--- src/rtl/vid625_pkg.sv ---
// Shared constants and helper functions for the 625-line timing-code generator.
// Assumes 8-bit words; the reference-code preamble uses the two reserved values.
package vid625_pkg;

    localparam logic [7:0] PREAMBLE_HI = 8'hFF;
    localparam logic [7:0] PREAMBLE_LO = 8'h00;
    localparam logic [7:0] BLANK_CHROMA = 8'h80;
    localparam logic [7:0] BLANK_LUMA = 8'h10;

    // Region of a line that a word position falls in
    typedef enum logic [1:0] {
        SEG_END_CODE,
        SEG_HBLANK,
        SEG_START_CODE,
        SEG_ACTIVE
    } seg_e;

    // Status word with protection bits
    function automatic logic [7:0] status_word(input logic f, input logic v, input logic h);
        return {1'b1, f, v, h, v ^ h, f ^ h, f ^ v, f ^ v ^ h};
    endfunction

    // Keep picture samples out of the reserved preamble values
    function automatic logic [7:0] clip_sample(input logic [7:0] d);
        if (d == 8'h00) begin
            return 8'h01;
        end else if (d == 8'hFF) begin
            return 8'hFE;
        end
        return d;
    endfunction

endpackage

--- src/rtl/vid625_hcount.sv ---
// Word-position counter within one line.
// Counts 0..LINE_WORDS-1 and flags the last word so the line counter can advance.
// Assumes a synchronous active-low reset to word 0.
module vid625_hcount #(
    parameter int LINE_WORDS = 1728,
    localparam int HW = $clog2(LINE_WORDS)
) (
    input  logic          clk,
    input  logic          rst_n,
    output logic [HW-1:0] hcnt,
    output logic          line_end
);

    // Last word of the line
    always_comb line_end = (hcnt == HW'(LINE_WORDS - 1));

    // Advance the word position, wrapping at the end of the line
    always_ff @(posedge clk) begin
        if (!rst_n) begin
            hcnt <= '0;
        end else if (line_end) begin
            hcnt <= '0;
        end else begin
            hcnt <= hcnt + 1'b1;
        end
    end

endmodule

--- src/rtl/vid625_lcount.sv ---
// Line counter 1..TOTAL_LINES with field and vertical-blanking decode.
// Assumes the boundary parameters are ordered ascending within TOTAL_LINES.
module vid625_lcount #(
    parameter int TOTAL_LINES   = 625,
    parameter int F1_ACT_FIRST  = 23,
    parameter int F1_ACT_LAST   = 310,
    parameter int F2_FIRST      = 313,
    parameter int F2_ACT_FIRST  = 336,
    parameter int F2_ACT_LAST   = 623,
    localparam int LW = $clog2(TOTAL_LINES + 1)
) (
    input  logic          clk,
    input  logic          rst_n,
    input  logic          advance,
    output logic [LW-1:0] line_no,
    output logic          fld,
    output logic          vblk
);

    logic in_act1;
    logic in_act2;

    // Advance the line on the last word, wrapping back to line 1
    always_ff @(posedge clk) begin
        if (!rst_n) begin
            line_no <= LW'(1);
        end else if (advance) begin
            if (line_no == LW'(TOTAL_LINES)) begin
                line_no <= LW'(1);
            end else begin
                line_no <= line_no + 1'b1;
            end
        end
    end

    // Decode the field and vertical-blanking flags from the line number
    always_comb begin
        in_act1 = (line_no >= LW'(F1_ACT_FIRST)) && (line_no <= LW'(F1_ACT_LAST));
        in_act2 = (line_no >= LW'(F2_ACT_FIRST)) && (line_no <= LW'(F2_ACT_LAST));
        fld     = (line_no >= LW'(F2_FIRST));
        vblk    = !(in_act1 || in_act2);
    end

endmodule

--- src/rtl/vid625_wordmux.sv ---
// Output word selection: reference codes, blanking pattern or clipped pixel data.
// Assumes HBLANK_WORDS is a multiple of 4, so each code starts on a 4-word boundary.
module vid625_wordmux
    import vid625_pkg::*;
#(
    parameter int LINE_WORDS   = 1728,
    parameter int HBLANK_WORDS = 280,
    localparam int HW = $clog2(LINE_WORDS),
    localparam int SAV_POS = HBLANK_WORDS + 4,
    localparam int ACT_POS = HBLANK_WORDS + 8
) (
    input  logic [HW-1:0] hcnt,
    input  logic          fld,
    input  logic          vblk,
    input  logic [7:0]    pix_data,
    input  logic          pix_valid,
    output logic          pix_ready,
    output logic          hblk,
    output logic [7:0]    vid_data
);

    seg_e       seg;
    logic [7:0] blank_word;
    logic [7:0] code_word;

    if (HBLANK_WORDS % 4 != 0) begin : g_bad_hblank
        $error("HBLANK_WORDS must be a multiple of 4");
    end

    // Classify the word position into a line region
    always_comb begin
        if (hcnt < HW'(4)) begin
            seg = SEG_END_CODE;
        end else if (hcnt < HW'(SAV_POS)) begin
            seg = SEG_HBLANK;
        end else if (hcnt < HW'(ACT_POS)) begin
            seg = SEG_START_CODE;
        end else begin
            seg = SEG_ACTIVE;
        end
    end

    // Blanking word by sample parity, and the code word by position in the code
    always_comb begin
        blank_word = hcnt[0] ? BLANK_LUMA : BLANK_CHROMA;
        unique case (hcnt[1:0])
            2'd0:    code_word = PREAMBLE_HI;
            2'd3:    code_word = status_word(fld, vblk, seg == SEG_END_CODE);
            default: code_word = PREAMBLE_LO;
        endcase
    end

    // Select the output word and request pixels on picture words
    always_comb begin
        hblk      = (seg != SEG_ACTIVE);
        pix_ready = (seg == SEG_ACTIVE) && !vblk;
        unique case (seg)
            SEG_END_CODE, SEG_START_CODE: vid_data = code_word;
            SEG_ACTIVE: vid_data = (pix_ready && pix_valid) ? clip_sample(pix_data) : blank_word;
            default:    vid_data = blank_word;
        endcase
    end

endmodule

--- src/rtl/vid625_timing_gen.sv ---
// Top of the 625-line timing-code generator.
// Connects the word counter, the line counter and the output word selector.
// Assumes one output word per clock and a synchronous active-low reset.
module vid625_timing_gen #(
    parameter int HBLANK_WORDS  = 280,
    parameter int ACTIVE_WORDS  = 1440,
    parameter int TOTAL_LINES   = 625,
    parameter int F1_ACT_FIRST  = 23,
    parameter int F1_ACT_LAST   = 310,
    parameter int F2_FIRST      = 313,
    parameter int F2_ACT_FIRST  = 336,
    parameter int F2_ACT_LAST   = 623,
    localparam int LINE_WORDS = HBLANK_WORDS + ACTIVE_WORDS + 8,
    localparam int HW = $clog2(LINE_WORDS),
    localparam int LW = $clog2(TOTAL_LINES + 1)
) (
    input  logic          clk,
    input  logic          rst_n,
    input  logic [7:0]    pix_data,
    input  logic          pix_valid,
    output logic          pix_ready,
    output logic [7:0]    vid_data,
    output logic [LW-1:0] line_no,
    output logic          fld,
    output logic          vblk,
    output logic          hblk
);

    logic [HW-1:0] hcnt;
    logic          line_end;

    vid625_hcount #(.LINE_WORDS(LINE_WORDS)) u_hcount (
        .clk      (clk),
        .rst_n    (rst_n),
        .hcnt     (hcnt),
        .line_end (line_end)
    );

    vid625_lcount #(
        .TOTAL_LINES  (TOTAL_LINES),
        .F1_ACT_FIRST (F1_ACT_FIRST),
        .F1_ACT_LAST  (F1_ACT_LAST),
        .F2_FIRST     (F2_FIRST),
        .F2_ACT_FIRST (F2_ACT_FIRST),
        .F2_ACT_LAST  (F2_ACT_LAST)
    ) u_lcount (
        .clk     (clk),
        .rst_n   (rst_n),
        .advance (line_end),
        .line_no (line_no),
        .fld     (fld),
        .vblk    (vblk)
    );

    vid625_wordmux #(
        .LINE_WORDS   (LINE_WORDS),
        .HBLANK_WORDS (HBLANK_WORDS)
    ) u_wordmux (
        .hcnt      (hcnt),
        .fld       (fld),
        .vblk      (vblk),
        .pix_data  (pix_data),
        .pix_valid (pix_valid),
        .pix_ready (pix_ready),
        .hblk      (hblk),
        .vid_data  (vid_data)
    );

endmodule

--- config.mk ---
export PLATFORM = sky130hd
export DESIGN_NAME = vid625_timing_gen
export DESIGN_NICKNAME = d
export VERILOG_FILES = /design/src/rtl/vid625_pkg.sv /design/src/rtl/vid625_hcount.sv /design/src/rtl/vid625_lcount.sv /design/src/rtl/vid625_wordmux.sv /design/src/rtl/vid625_timing_gen.sv
export SDC_FILE = /design/constraint.sdc
export NUM_CORES = 1
export LEC_CHECK = 0
export ABC_AREA = 1
export ABC_CLOCK_PERIOD_IN_PS = 2400
export BUFFER_PORTS_ARGS = -buffer_cell sky130_fd_sc_hd__buf_2
export CORE_MARGIN = 10
export CORE_UTILIZATION = 49
export CTS_CLUSTER_SIZE = 40
export DETAILED_ROUTE_END_ITERATION = 6
export PLACE_DENSITY = 0.73
export SLEW_MARGIN = 10
export SYNTH_ARGS = -nofsm -noshare
export SYNTH_HDL_FRONTEND = slang
export SYNTH_SLANG_ARGS = --single-unit
--- constraint.sdc ---
create_clock -name clk -period 2.4 [get_ports clk]
set_input_delay 0.36 -clock clk [delete_from_list [all_inputs] [get_ports clk]]
set_output_delay 0.36 -clock clk [all_outputs]
set_load 0.01 [all_outputs]
After elaboration in Yosys (flattened, before gate mapping)
Cells that the tools add are included.

Register bits after elaboration: 21. Bits of input ports: 11. Output and inout bits: 22. Logic and storage cells: 49.

Add/sub/neg operators: 2. $lt $le $gt $ge: 8. Equality and inequality tests: 7. Mux-type cells: 14. Bitwise gates (word level): 5. Reductions and logical operators: 11.

Operator list (number): 8-bit 2-to-1 mux (5); 8-bit case mux with 2 select lines (2); 11-bit by 9-bit less-than comparator with 1-bit output (second input constant) (2); 10-bit by 9-bit greater-or-equal comparator with 1-bit output (second input constant) (2); 11-bit by 1-bit adder with 11-bit output (second input constant) (1); 11-bit equality test (second input constant) (1); 11-bit by 3-bit less-than comparator with 1-bit output (second input constant) (1); 10-bit by 1-bit adder with 10-bit output (second input constant) (1); 10-bit equality test (second input constant) (1); 10-bit by 5-bit greater-or-equal comparator with 1-bit output (second input constant) (1); 10-bit less-or-equal comparator (second input constant) (1); 10-bit by 9-bit less-or-equal comparator with 1-bit output (second input constant) (1); 10-bit 2-to-1 mux (1); 8-bit equality test (second input constant) (1); 8-bit zero test (1); 2-bit equality test (second input constant) (3); 1-bit logical AND (4); 2-bit zero test (2); 1-bit 2-to-1 mux (4); 2-bit 2-to-1 mux (2); 2-bit OR reduction (2); 1-bit bitwise XOR (4); 2-bit != test (second input constant) (1); 1-bit zero test (1); 2 further kinds (2).

Longest topological paths before layout
Gate-level depths: netlist of run 1.

Word-level depth: 9. Gate-level depth with buffers: 14. Mapped depth without buffers: 13.

By module
A second synthesis of run 1 with hierarchy kept.

Cell total of the unflattened synthesis: 286. Area total of the unflattened synthesis: 1736.7 um2.

Modules (own cells, without submodules): vid625_lcount (times used 1, cells each 108, area an instance 690.7 um2, sequential area each 200.2 um2); vid625_hcount (times used 1, cells each 84, area an instance 561.8 um2, sequential area each 220.2 um2); vid625_wordmux (times used 1, cells each 94, area an instance 484.2 um2, sequential area each 0.0 um2).

Worst setup path after synthesis of run 1
Ideal clock, no wire load.

Path kind: reg-to-output. Start: reg u_lcount.line_no[0]. End: out vid_data[2]. Arrival time: 1.547 ns. Data required time: 2.040 ns. Setup slack: 0.493 ns. Stages on the path, launching flop included: 12. Path buffers: 0. Cells stage by stage: dfxtp_1 > inv_1 > ha_1 > nand2_1 > nor2_1 > nand3_1 > nand3_1 > inv_1 > nand2_1 > nand2_1 > a21oi_1 > o22ai_1.

Elaborated cells between the ends (all ways): 14. Classes of those cells: order compare (5); mux (3); bitwise (1); reduce/logical (5).

RTL lines: start, declared (line vid625_lcount.sv:15) `output logic [LW-1:0] line_no,`; start signal, assigned (line vid625_lcount.sv:31) `line_no <= line_no + 1'b1;`; 10-bit by 9-bit greater-or-equal comparator with 1-bit output (line vid625_lcount.sv:40) `fld = (line_no >= LW'(F2_FIRST));`; named net fld (line vid625_timing_gen.sv:24) `output logic fld,`; 1-bit bitwise XOR (line vid625_pkg.sv:20) `return {1'b1, f, v, h, v ^ h, f ^ h, f ^ v, f ^ v ^ h};`; 8-bit case mux with 2 select lines (line vid625_wordmux.sv:46) `unique case (hcnt[1:0])`; 8-bit case mux with 2 select lines (line vid625_wordmux.sv:57) `unique case (seg)`; end, declared (line vid625_timing_gen.sv:22) `output logic [7:0] vid_data,`.

The timed path passes the listed nets, and every way through them passes these cells.

Final worst setup path of run 1
Start: reg u_lcount.line_no[0]. End: out vid_data[7].

Longest elaborated chain between the ends: 7. Elaborated cells between the ends (all ways): 11. Classes of those cells: order compare (4); mux (2); reduce/logical (5).

RTL lines: 10-bit by 5-bit greater-or-equal comparator with 1-bit output, or another cell as far along (line vid625_lcount.sv:38) `in_act1 = (line_no >= LW'(F1_ACT_FIRST)) && (line_no <= LW'(F1_ACT_LAST));`; 1-bit logical AND, on equally long branches (line vid625_lcount.sv:38, vid625_lcount.sv:39); 1-bit logical OR * (line vid625_lcount.sv:41) `vblk = !(in_act1 || in_act2);`; 1-bit logical AND * (line vid625_wordmux.sv:56) `pix_ready = (seg == SEG_ACTIVE) && !vblk;`; 1-bit logical AND * (line vid625_wordmux.sv:59) `SEG_ACTIVE: vid_data = (pix_ready && pix_valid) ? clip_sample(pix_data) : blank_word;`; 8-bit 2-to-1 mux * (line vid625_wordmux.sv:59); 8-bit case mux with 2 select lines * (line vid625_wordmux.sv:57).

Mark *: on every way between the ends. The rest lies on a longest branch, timed or not.

==> results.txt, run 1 <==
The mux share of post-synthesis cell area is 0%. The top achievable clock speed came out at around 440 MHz. The number of routed nets with antenna violations came out at 0. The synthesized instance count came out at between 200 and 300. The tree is rooted in a sky130_fd_sc_hd__clkbuf_4.

The number of clock sinks came out at 21. The worst clock skew on the final layout came out at between 0.009 and 0.01 ns. The layout has between 300 and 400 filler cells. TritonCTS built the clock tree. The die boundary height came out at slightly below 80 um. The die covers 0.00591 sq mm. The run finished with clean final reports. Across all register-to-register paths, the minimum setup slack is ~0.43 ns.

For the worst setup path, the data required time is roughly 2 ns. The total I/O pin count came out at 33. The largest net degree at the start of global routing is 13. Summed over all cells, the static leakage comes to 0.930 nW.

Setup slack closes at 0.149 ns. The final number of max-transition violations came out at 0. The synthesized-area fraction occupied by ao, oa, aoi and oai cells is roughly 12%.

The remaining design rule violation count is 0. The per-cell via count in the routed design came out at 5.07. The clock insertion delay at the later pin of the skew report is 0.30 ns. After synthesis the netlist holds a flip-flop and latch count of 21. The via count of the first global-routing pass came to approximately 1400. The share of synthesized area occupied by flip-flops and latches is approximately a quarter. In the final design database the tool counted 312 nets.

The global routing's busiest layer is met2. The overall track demand over capacity in global routing came out at 12.2%. The maximum clock path buffer count came out at 2. Counting instances, the worst hold path has a depth of 3. The total number of vias is between 1500 and 2000. Routability-driven placement finished with a final weighted congestion of approximately 0.9. The final setup violation count came out at 0.

The number of maximum-capacitance constraint violations is 0. The DRC violation total after the first TritonRoute iteration is around 150. The slew at the pin closest to its max-slew limit is about 0.30 ns. The placeable core region came out at 0.00308 sq mm. In this run the tightest slew margin relative to its limit is between 80% and 90%.

The worst register-to-register path ends at u_lcount.line_no[3]$_SDFFE_PN0P_. The number of warnings issued by yosys is 0. After synthesis, the largest family of logic cells by area is simple AND/OR/NAND/NOR gates. The number of antenna repair diodes is 0.

The time the worst path needs with I/O delays and setup came out at 2.25 ns. The area share of xor/xnor cells in the synthesized design is between 2 and 2.5%. The kind of end point of the critical path is an output pin. Global routing consumed, on the met2 layer, between 10% and 20% of the routing resources. After Yosys synthesis, and, or, nand and nor cells account for around 44% of the synthesized area.

The worst-case IR drop observed on VDD is approximately 0.00017 V. The hold violation total from the final report came to 0. The H-tree depth is 1. The total power divided by cell area is ~340 mW/mm^2.

The placed wire-length estimate after detailed placement came out at about 3000 um. The cell count of the worst reg-to-reg path came out at 7. The critical-path maximum fanout came out at 6. After clock tree synthesis, the flow added hold-fix buffers numbering 0. The initial antenna violation count was 0. The path class of the tightest hold or removal check is input port to flip-flop. The adder-cell area share of the yosys netlist is 4.74%. The first global-routing pass estimated about 6300 um of wire.

The source of the worst hold timing path is rst_n. STA classifies the critical path startpoint as a flip-flop. The met1 usage came out at 16.1%.

The first detailed-routing pass took 4 iterations. The final design utilization came out at 63.1%. The met3 global-route usage is between 3 and 4%. The end point of the most critical hold path is u_lcount.line_no[1]$_SDFFE_PN0P_. After layout, the worst path uses 93.8% of the clock period. The post-detailed-route wirelength per cell came out at ~12 um.

The per-instance average area after synthesis is roughly 6.3 sq um. The number of buffers created by CTS came out at 3. The number of nets produced by synthesis came out at about 270.

The number of instances in the placed design is roughly 330. Summing every instance area after synthesis gives between 0.0015 and 0.002 sq mm. The count of input and output buffers is 32. The starting utilization of the core area came out at 51.5%.

The clock transition at the registers of the reported paths is around 0.12 ns. Total power for the finished layout comes to ~0.67 mW. Relative to the synthesized area, the layout overhead comes to 22.7%. Leaving out filler cells and counting taps, the final layout contains between 300 and 400. The critical setup path kind is flip-flop to output pin.

The netlist uses 32 different library cells. The startpoint identified for the worst register-to-register timing path is u_hcount.hcnt[0]$_SDFF_PP0_. The floorplan die width came out at ~77 um.

The routed wire length came out at roughly 3900 um. The floorplan row count is 20. The fraction of final layout cells sized beyond drive strength 1 came out at about 28%.

The worst setup slack before clock tree synthesis is about 0.28 ns. The aggregate global routing overflow is 0. At the worst endpoint, the arrival time is about 1.9 ns.
==> stage by stage <==
stage	hold slack [ns]	cell area [sq um]	TNS (ns)
detailed placement	0.486	1790	0
CTS	0.356	1820	0
finish	0.367	1940	0
floorplan	0.452	1580	0
global route	0.378	1940	-0.0121
global placement	0.486	1790	0
==> registers in the layout, summed over array words and instances (netlist names) <==
register,cells
u_hcount.hcnt,11
u_lcount.line_no,10
==> synth_stat cells <==
library cell	instances	area, sq um
sky130_fd_sc_hd__and3_1	1	6.26
sky130_fd_sc_hd__nand4_4	1	21.3
sky130_fd_sc_hd__nor3_2	1	10.0
sky130_fd_sc_hd__o21ai_0	7	35.0
sky130_fd_sc_hd__nor3_1	12	60.1
sky130_fd_sc_hd__nor2_1	31	116
sky130_fd_sc_hd__nand4_1	6	37.5
sky130_fd_sc_hd__o21bai_1	2	15.0
sky130_fd_sc_hd__buf_2	2	10.0
sky130_fd_sc_hd__o22ai_1	2	12.5
sky130_fd_sc_hd__nand2_1	60	225
sky130_fd_sc_hd__nand2_2	3	18.8
sky130_fd_sc_hd__ha_1	6	75.1
sky130_fd_sc_hd__nor3b_1	2	15.0
sky130_fd_sc_hd__clkbuf_2	2	10.0
sky130_fd_sc_hd__inv_1	35	131
sky130_fd_sc_hd__nand3_1	21	105
sky130_fd_sc_hd__a21oi_1	14	70.1
sky130_fd_sc_hd__o21a_1	1	7.51
sky130_fd_sc_hd__nand4_2	1	12.5
sky130_fd_sc_hd__o211ai_1	2	15.0
sky130_fd_sc_hd__a31oi_1	1	6.26
sky130_fd_sc_hd__nor2_4	2	22.5
sky130_fd_sc_hd__nor4_1	2	12.5
sky130_fd_sc_hd__a21o_1	1	7.51
sky130_fd_sc_hd__dfxtp_1	21	420
sky130_fd_sc_hd__xor2_1	4	35.0
sky130_fd_sc_hd__nand3_2	2	20.0
sky130_fd_sc_hd__a22oi_2	1	12.5
sky130_fd_sc_hd__inv_2	3	11.3
sky130_fd_sc_hd__nor3_4	1	16.3
sky130_fd_sc_hd__o21ai_1	2	10.0
==> layout make-up <==
cell class                 count  area, sq um  area share, %
tap                           44         55.1           2.83
multi-input combinational    189         1040           53.5
timing repair buffer          42          235           12.1
inverter                      38          143           7.34
clock buffer                   4         26.3           1.35
sequential                    21          444           22.9
==> worst max path at each step <==
stage	start	endpoint	slack [ns]
after floorplan	u_lcount.line_no[0]$_SDFFE_PN1P_	vid_data[2]	0.49
after global placement	u_lcount.line_no[0]$_SDFFE_PN1P_	vid_data[0]	0.28
after detailed placement	u_lcount.line_no[0]$_SDFFE_PN1P_	vid_data[0]	0.28
after CTS	u_lcount.line_no[6]$_SDFFE_PN0P_	vid_data[0]	0.01
after global routing	u_lcount.line_no[1]$_SDFFE_PN0P_	vid_data[2]	-0.01
final	u_lcount.line_no[0]$_SDFFE_PN1P_	vid_data[7]	0.15
==> critical path, stage by stage (launching register included) <==
cell	delay, ns
sky130_fd_sc_hd__dfxtp_4	0.41
sky130_fd_sc_hd__ha_1	0.21
sky130_fd_sc_hd__nand4_1	0.11
sky130_fd_sc_hd__nand4_1	0.13
sky130_fd_sc_hd__nand2_2	0.11
sky130_fd_sc_hd__nand2_4	0.11
sky130_fd_sc_hd__nand3_4	0.09
sky130_fd_sc_hd__nand2_1	0.09
sky130_fd_sc_hd__nand2_1	0.05
sky130_fd_sc_hd__o21bai_1	0.11
sky130_fd_sc_hd__buf_2	0.15
==> cell families (layout without fill, tap and decap cells) <==
group / Yosys count / after routing
AND/OR/NAND/NOR: 146 / 146
flip-flops: 21 / 21
buffers and inverters: 42 / 84
AO/OA/AOI/OAI: 33 / 33
XOR/XNOR: 4 / 4
adder cells (fa/ha/maj): 6 / 6
==> power by group <==
group | total [mW] | leakage (nW) | switching [mW] | internal (mW)
Sequential | 0.351 | 0.175 | 0.00428 | 0.347
Clock | 0.173 | 0.0150 | 0.108 | 0.0647
Combinational | 0.142 | 0.740 | 0.0820 | 0.0605
==> placed cells by master (no fill, tap or decap), drive strengths merged, types with 6 or more instances in the layout <==
cell / count
a21oi: 14
buf: 42
dfxtp: 21
ha: 6
inv: 38
nand2: 63
nand3: 23
nand4: 8
nor2: 33
nor3: 14
o21ai: 9
==> timing repair <==
| action | in CTS | in global routing |
|---|---|---|
| setup endpoints to repair | 8 | 8 |
| pin swaps | 0 | 3 |
| buffers inserted | 0 | 8 |
| gates resized for setup | 3 | 28 |
==> routing by layer <==
| layer | up-vias | wire length, um |
|---|---|---|
| met5 | - | 0 |
| met4 | 0 | 14 |
| met3 | 2 | 251 |
| met2 | 55 | 1730 |
| met1 | 745 | 1890 |
| li1 | 912 | - |
(Power assumes the default switching activity.)
==> inputs of run 2 (changes only) <==
- CTS_BUF_LIST: not set -> sky130_fd_sc_hd__clkbuf_4 sky130_fd_sc_hd__clkbuf_8
- GPL_ROUTABILITY_DRIVEN: not set -> 0
==> results.txt, run 2 (synthesis gave the netlist of run 1 again) <==
The critical-path maximum fanout came out at 6 (unchanged). The initial antenna violation count is 0 (unchanged). The final cycle utilization of the critical path is 93.5% (-0.24 points).

The internal power consumption came out at 0.483 mW (+2.4%). The time the worst path needs with I/O delays and setup came out at 2.25 ns (-0.00569 ns). The area taken by multi-input logic gates is 0.00104 sq mm (unchanged). The floorplan row count is 20 (unchanged). In the final layout, the registers with the most flip-flops are u_hcount.hcnt x11, u_lcount.line_no x10. Relative to the synthesized area, the layout overhead comes to 22.9%. The flip-flop and latch area is 444 sq um (unchanged). The routed wire length is 3900 um (+0.28%). The count of input and output buffers came to 32 (unchanged). The placed standard-cell area is 0.00179 sq mm (unchanged). The overall die area was 0.00591 sq mm (unchanged). The number of inserted filler cells in the final layout is 312 (unchanged). The number of maximum-capacitance constraint violations came out at 0 (unchanged). The post-detailed-route wirelength per cell was 11.5 um (+0.28%).

The total number of vias came out at 1725 (+0.64%). The static leakage came out at 0.933 nW (+0.37%). The placeable core region is 0.00308 sq mm (unchanged). The starting utilization of the core area is 51.5% (unchanged). The final number of max-transition violations is 0 (unchanged). The critical path data required time is 2.04 ns (about the same).

The per-cell via count in the routed design is 5.10 (+0.64%). The largest net degree at the start of global routing came out at 13 (unchanged). The total I/O pin count came out at 33 (unchanged). In the layout the commonest cells are 56 x sky130_fd_sc_hd__nand2_1, 32 x sky130_fd_sc_hd__buf_2, 31 x sky130_fd_sc_hd__nor2_1. The worst setup slack before clock tree synthesis is 0.277 ns (unchanged). The maximum clock path buffer count came out at 2 (unchanged). The number of clock sinks came out at 21 (unchanged). The post-route cell area came out at 0.00195 sq mm (+0.19%).

The worst setup path is launched from a flip-flop. The run finished with clean final reports. The die boundary height came out at 76.9 um (unchanged).

The clock insertion delay at the later pin of the skew report is 0.30 ns (about the same). The aggregate global routing overflow came out at 0 (unchanged). The total power divided by cell area was 347 mW/mm^2 (+1.3%). The number of antenna repair diodes came out at 0 (unchanged). The hold violation total from the final report came to 0 (unchanged). The final sum of negative setup slack is 0 ns (unchanged).

The top achievable clock speed was 445 MHz (+0.25%). The critical path arrival came out at 1.89 ns (about the same). TritonCTS built the clock tree. The min-delay analysis places its worst path in the category input port to flip-flop. The portion of total power attributed to sequential cells came out at 51.9% (-0.8 points). The relative contribution of the clock network to total power was 27.0% (+1.0 points). The placed wire-length estimate after detailed placement came to 3090 um (unchanged). The combinational power share is 21.1% (-0.3 points). The library cell used most frequently in the layout, excluding fill and tap cells, is sky130_fd_sc_hd__nand2_1. The startpoint identified for the worst register-to-register timing path is u_hcount.hcnt[0]$_SDFF_PP0_. The startpoint identified for the worst hold timing path is rst_n.

The flip-flop count of the largest register after layout came out at 11 (unchanged). The number of nets at the end of the flow was 312 (unchanged). The H-tree depth is 1 (unchanged).

The number of routed nets with antenna violations came out at 0 (unchanged). The number of detailed-routing iterations run before antenna repair is 4 (unchanged). The proportion of total power due to net switching is 28.6% (-0.63 points). The minimum setup slack in the final design came out at 0.155 ns (+0.00569 ns). The critical setup path kind is flip-flop to output pin.

The fraction of final layout cells sized beyond drive strength 1 is 28.2% (+0.34 points). The overall track demand over capacity in global routing was 12.2% (unchanged). The number of buffers created by CTS came to 3 (unchanged). The worst clock skew on the final layout was 0.00736 ns (-0.00241 ns). The final total power is 0.676 mW (+1.5%). Clock tree synthesis selected as its root buffer the cell sky130_fd_sc_hd__clkbuf_4. Tracing the worst setup path back leads to its startpoint at u_lcount.line_no[0]$_SDFFE_PN1P_.

The final setup violation count came out at 0 (unchanged). The floorplan die width is 76.9 um (unchanged). The net switching power figure came out at 0.193 mW (-0.73%). The clock transition at the registers of the reported paths came out at 0.12 ns (about the same).

The DRC violation total after the first TritonRoute iteration came to 145 (-0.68%). The relative max-transition margin is 80.0% (about the same). The slew at the pin closest to its max-slew limit was 0.297 ns (+0.000585 ns). The remaining design rule violation count is 0 (unchanged).

The worst setup path is captured at an output pin. The first-pass GRT wire length came to 6300 um (unchanged). The register with the most flip-flops in the final layout is u_hcount.hcnt. The worst voltage drop across the vdd grid is 0.000171 V (about the same). The via count of the first global-routing pass was 1439 (unchanged).
run 2: final cells by class:
type	count	area share [%]
Clock buffer	4	1.54
Multi-Input combinational cell	189	53.4
Inverter	38	7.33
Timing Repair Buffer	42	12.1
Tap cell	44	2.83
Sequential cell	21	22.8
run 2: worst paths after layout:
| check | end | slack, ns | depth (start not counted) |
|---|---|---|---|
| hold reg to reg | u_hcount.hcnt[0]$_SDFF_PP0_ | 0.51 | 1 |
| setup / recovery | vid_data[7] | 0.15 | 10 |
| setup reg to reg | u_lcount.line_no[3]$_SDFFE_PN0P_ | 0.43 | 7 |
| hold / removal | u_lcount.line_no[1]$_SDFFE_PN0P_ | 0.37 | 3 |
run 2: what timing repair did:
item                                    in CTS  in global routing
gates resized for setup                      3                 28
hold buffers                                 0                  0
endpoints found under the setup margin       8                  8
pin swaps                                    0                  3
setup buffers                                0                  8
cloned                                       0                  0
run 2: power by group through the flow:
| stage | Sequential, mW | Combinational, mW | Clock (mW) |
|---|---|---|---|
| 6_report | 0.351 | 0.142 | 0.183 |
| 5_1_grt | 0.352 | 0.161 | 0.207 |
| 4_1_cts | 0.357 | 0.135 | 0.193 |
| 3_5_place_dp | 0.365 | 0.135 | 0 |
| 3_3_place_gp | 0.365 | 0.135 | 0 |
| 2_1_floorplan | 0.364 | 0.0855 | 0 |
run 2: metal layers:
layer,vias to the layer above,GRT usage [%],share of wire [%]
met2,61,19.2,44
met5,-,0,0
met3,2,3.15,7.7
met1,751,16.1,47
li1,911,-,-
met4,0,2.79,0.36
run 2: stage by stage:
step           hold slack, ns  util [%]  instances
6_report                0.370      63.3        338
3_3_place_gp            0.486      58.3        326
2_1_floorplan           0.452         -        252
3_5_place_dp            0.486      58.3        326
5_1_grt                 0.378      63.3        338
4_1_cts                 0.356      59.4        330
run 2: worst max-delay path: stages (launching register included):
cell                       delay (ns)
sky130_fd_sc_hd__dfxtp_4         0.41
sky130_fd_sc_hd__ha_1            0.21
sky130_fd_sc_hd__nand4_1         0.11
sky130_fd_sc_hd__nand4_1         0.13
sky130_fd_sc_hd__nand2_2         0.11
sky130_fd_sc_hd__nand2_4         0.11
sky130_fd_sc_hd__nand3_4         0.09
sky130_fd_sc_hd__nand2_1         0.09
sky130_fd_sc_hd__nand2_1         0.05
sky130_fd_sc_hd__o21bai_1        0.11
sky130_fd_sc_hd__buf_2           0.15
==> inputs of run 3 (changes only) <==
- ABC_CLOCK_PERIOD_IN_PS: 2400 -> not set
- CORE_UTILIZATION: 49 -> 40
- PLACE_DENSITY: 0.73 -> not set
==> results.txt, run 3 (synthesis gave the netlist of run 1 again) <==
The logic depth of the worst setup path including buffers came out at 11 (+1). The total I/O pin count came out at 33 (unchanged). The top cell types in the final layout, fill and taps aside, are 59 x sky130_fd_sc_hd__nand2_1, 32 x sky130_fd_sc_hd__buf_2, 30 x sky130_fd_sc_hd__inv_1. The met1 usage came out at 15.0% (-1.1 points). The number of buffers created by CTS is 3 (unchanged). The most frequent standard cell in the layout excluding fill and tap cells is sky130_fd_sc_hd__nand2_1. The clock insertion delay at the later pin of the skew report is 0.27 ns (-0.03 ns). The starting utilization of the core area came out at 42.3% (-9.2 points). TritonCTS built the clock tree. The slowest library cell on the worst path is sky130_fd_sc_hd__dfxtp_1.

The slew at the pin closest to its max-slew limit is 0.341 ns (+0.0438 ns). The final setup violation count came out at 0 (unchanged). Among cell families on the critical path, the largest total delay comes from simple AND/OR/NAND/NOR gates. The floorplan row count came out at 22 (+10%). The non-filler instance count after layout came out at 341 (+0.89%).

The largest registers in the layout are u_hcount.hcnt x11, u_lcount.line_no x10. The total number of vias is 1701 (-1.4%). The die boundary height came to 82.9 um (+7.9%).

The remaining design rule violation count is 0 (unchanged). The first-pass GRT wire length is 6650 um (+5.6%). The time the worst path needs with I/O delays and setup was 2.24 ns (-0.00692 ns). The final number of max-transition violations is 0 (unchanged). The number of instances in the placed design came out at 330 (+1.2%). The most critical setup path has its startpoint at u_hcount.hcnt[5]$_SDFF_PP0_. The count of input and output buffers was 32 (unchanged).

The source of the worst hold timing path is rst_n. The worst register-to-register path begins at u_hcount.hcnt[0]$_SDFF_PP0_. The worst setup path is launched from a flip-flop.

The top achievable clock speed came out at 447 MHz (+0.31%). The worst setup slack for register-to-register paths is 0.46 ns (+0.03 ns). The cell count of the worst reg-to-reg path is 7 (unchanged). The overall die area is 0.00688 sq mm (+16%).

The flip-flop count of the largest register after layout came to 11 (unchanged). Traced cell by cell, the critical path runs through inv_1 > nand2_1 > nor3_2 > nand4_1 > inv_2 > nor2_4 > nor2_4 > inv_1 > a21oi_1 > a21o_1 > buf_2. The H-tree depth came to 1 (unchanged). The final sum of negative setup slack came out at 0 ns (unchanged). The signed area change from the synthesized netlist to the final layout is 24.6%. The placed wire-length estimate after detailed placement is 3170 um (+2.4%). The overall track demand over capacity in global routing came out at 11.0% (-1.2 points).

The met2 track demand over resource in global routing is 15.8% (-3.4 points). The count of buffering cells on the critical path with inverters included is 4 (+3). The DRC violation total after the first TritonRoute iteration is 110 (-24%). The placeable core region is 0.00374 sq mm (+22%). The number of maximum-capacitance constraint violations came out at 0 (unchanged).

The worst hold path depth came to 3 (unchanged). The worst setup path is of the flip-flop to output pin kind. STA classifies the critical path endpoint as an output pin. The path with the worst hold slack has its endpoint at u_lcount.line_no[1]$_SDFFE_PN0P_. The hold violation total from the final report came out at 0 (unchanged). The static leakage came out at 0.933 nW (about the same). The worst voltage drop across the vdd grid is 0.000184 V (+7.6%). The worst setup slack before clock tree synthesis came out at 0.269 ns (-0.00887 ns). The global routing's busiest layer is met2.

The worst clock skew on the final layout came out at 0.00889 ns (+0.00153 ns). The post-detailed-route wirelength per cell came out at 11.9 um (+3.0%). The worst hold-check path type is input port to flip-flop. The clock root buffer is sky130_fd_sc_hd__clkbuf_8. The fraction of final layout cells sized beyond drive strength 1 came out at 28.7% (+0.44 points). The capture point of the worst reg-to-reg path is u_lcount.line_no[3]$_SDFFE_PN0P_. The number of detailed-routing iterations run before antenna repair came out at 4 (unchanged).

The worst stage delay on the critical path is 0.32 ns (-0.09 ns). The relative max-transition margin is 77.1% (-3.0 points). The critical-path maximum fanout came to 5 (-1). The final cycle utilization of the critical path is 93.3% (-0.29 points). The number of antenna repair diodes came to 0 (unchanged).

The maximum clock path buffer count is 2 (unchanged). The routed wire length came out at 4050 um (+3.9%). The aggregate global routing overflow came out at 0 (unchanged). The met3 global-route usage was 3.52% (+0.37 points). The floorplan die width came to 82.9 um (+7.9%). The critical path data required time is 2.04 ns (about the same). The number of nets at the end of the flow is 311 (-0.32%). The number of routed nets with antenna violations is 0 (unchanged). The critical path arrival was 1.88 ns (about the same).

The largest register by flop count is u_hcount.hcnt. The total power divided by cell area is 374 mW/mm^2 (+7.6%). The minimum setup slack in the final design came to 0.162 ns (+0.00692 ns).

The per-cell via count in the routed design came out at 4.99 (-2.3%). The largest net degree at the start of global routing came to 13 (unchanged). The number of clock sinks was 21 (unchanged). The initial antenna violation count came out at 0 (unchanged).

The clock transition at the registers of the reported paths came out at 0.08 ns (-0.04 ns). The number of inserted filler cells in the final layout came out at 387 (+24%). The run finished with clean final reports.

The via count of the first global-routing pass is 1487 (+3.3%). The worst hold slack came out at 0.409 ns (+0.0390 ns).
run 3: layout make-up:
cell class                      instances  area (sq um)  share of cell area [%]
Sequential cell                        21           448                    22.7
Timing Repair Buffer                   41           228                    11.5
Tap cell                               48          60.1                    3.04
Clock buffer                            4          48.8                    2.47
Inverter                               38           143                    7.22
Multi-Input combinational cell        189          1050                    53.0
run 3: worst max-delay path by stage:
stage | endpoint | slack (ns)
after floorplan | vid_data[2] | 0.49
after global placement | vid_data[0] | 0.26
after detailed placement | vid_data[0] | 0.27
after CTS | vid_data[7] | 0.04
after global routing | vid_data[0] | -0.03
final | vid_data[6] | 0.16
run 3: worst register-to-register path, delay by kind of cell (launching register included):
kind / cells / cell delay (ns)
flip-flops: 1 / 0.42
AND/OR/NAND/NOR: 6 / 1.10
adder cells (fa/ha/maj): 1 / 0.32
run 3: metrics by stage:
stage	instance area [sq um]	power, mW	util, %
after floorplan	1580	0.449	-
after global placement	1800	0.502	48.1
after detailed placement	1800	0.501	48.1
after CTS	1850	0.748	49.4
after global routing	1970	0.789	52.7
final	1970	0.738	52.7
run 3: per-layer routing:
| layer | vias to the layer above | wire length [um] |
|---|---|---|
| met4 | 0 | 46 |
| met5 | - | 0 |
| met3 | 5 | 301 |
| li1 | 906 | - |
| met1 | 741 | 2010 |
| met2 | 49 | 1700 |
run 3: timing repair:
| item | in CTS | in global routing |
|---|---|---|
| resized for setup | 2 | 31 |
| pin swaps | 0 | 3 |
| setup endpoints to repair | 2 | 8 |
| setup buffers | 0 | 7 |
| hold buffers | 0 | 0 |
run 3: power by group:
part           switching [mW]  internal [mW]  leakage, nW
clock network           0.117          0.130       0.0262
logic                  0.0820         0.0597        0.731
registers             0.00449          0.345        0.176
total                   0.203          0.535        0.933
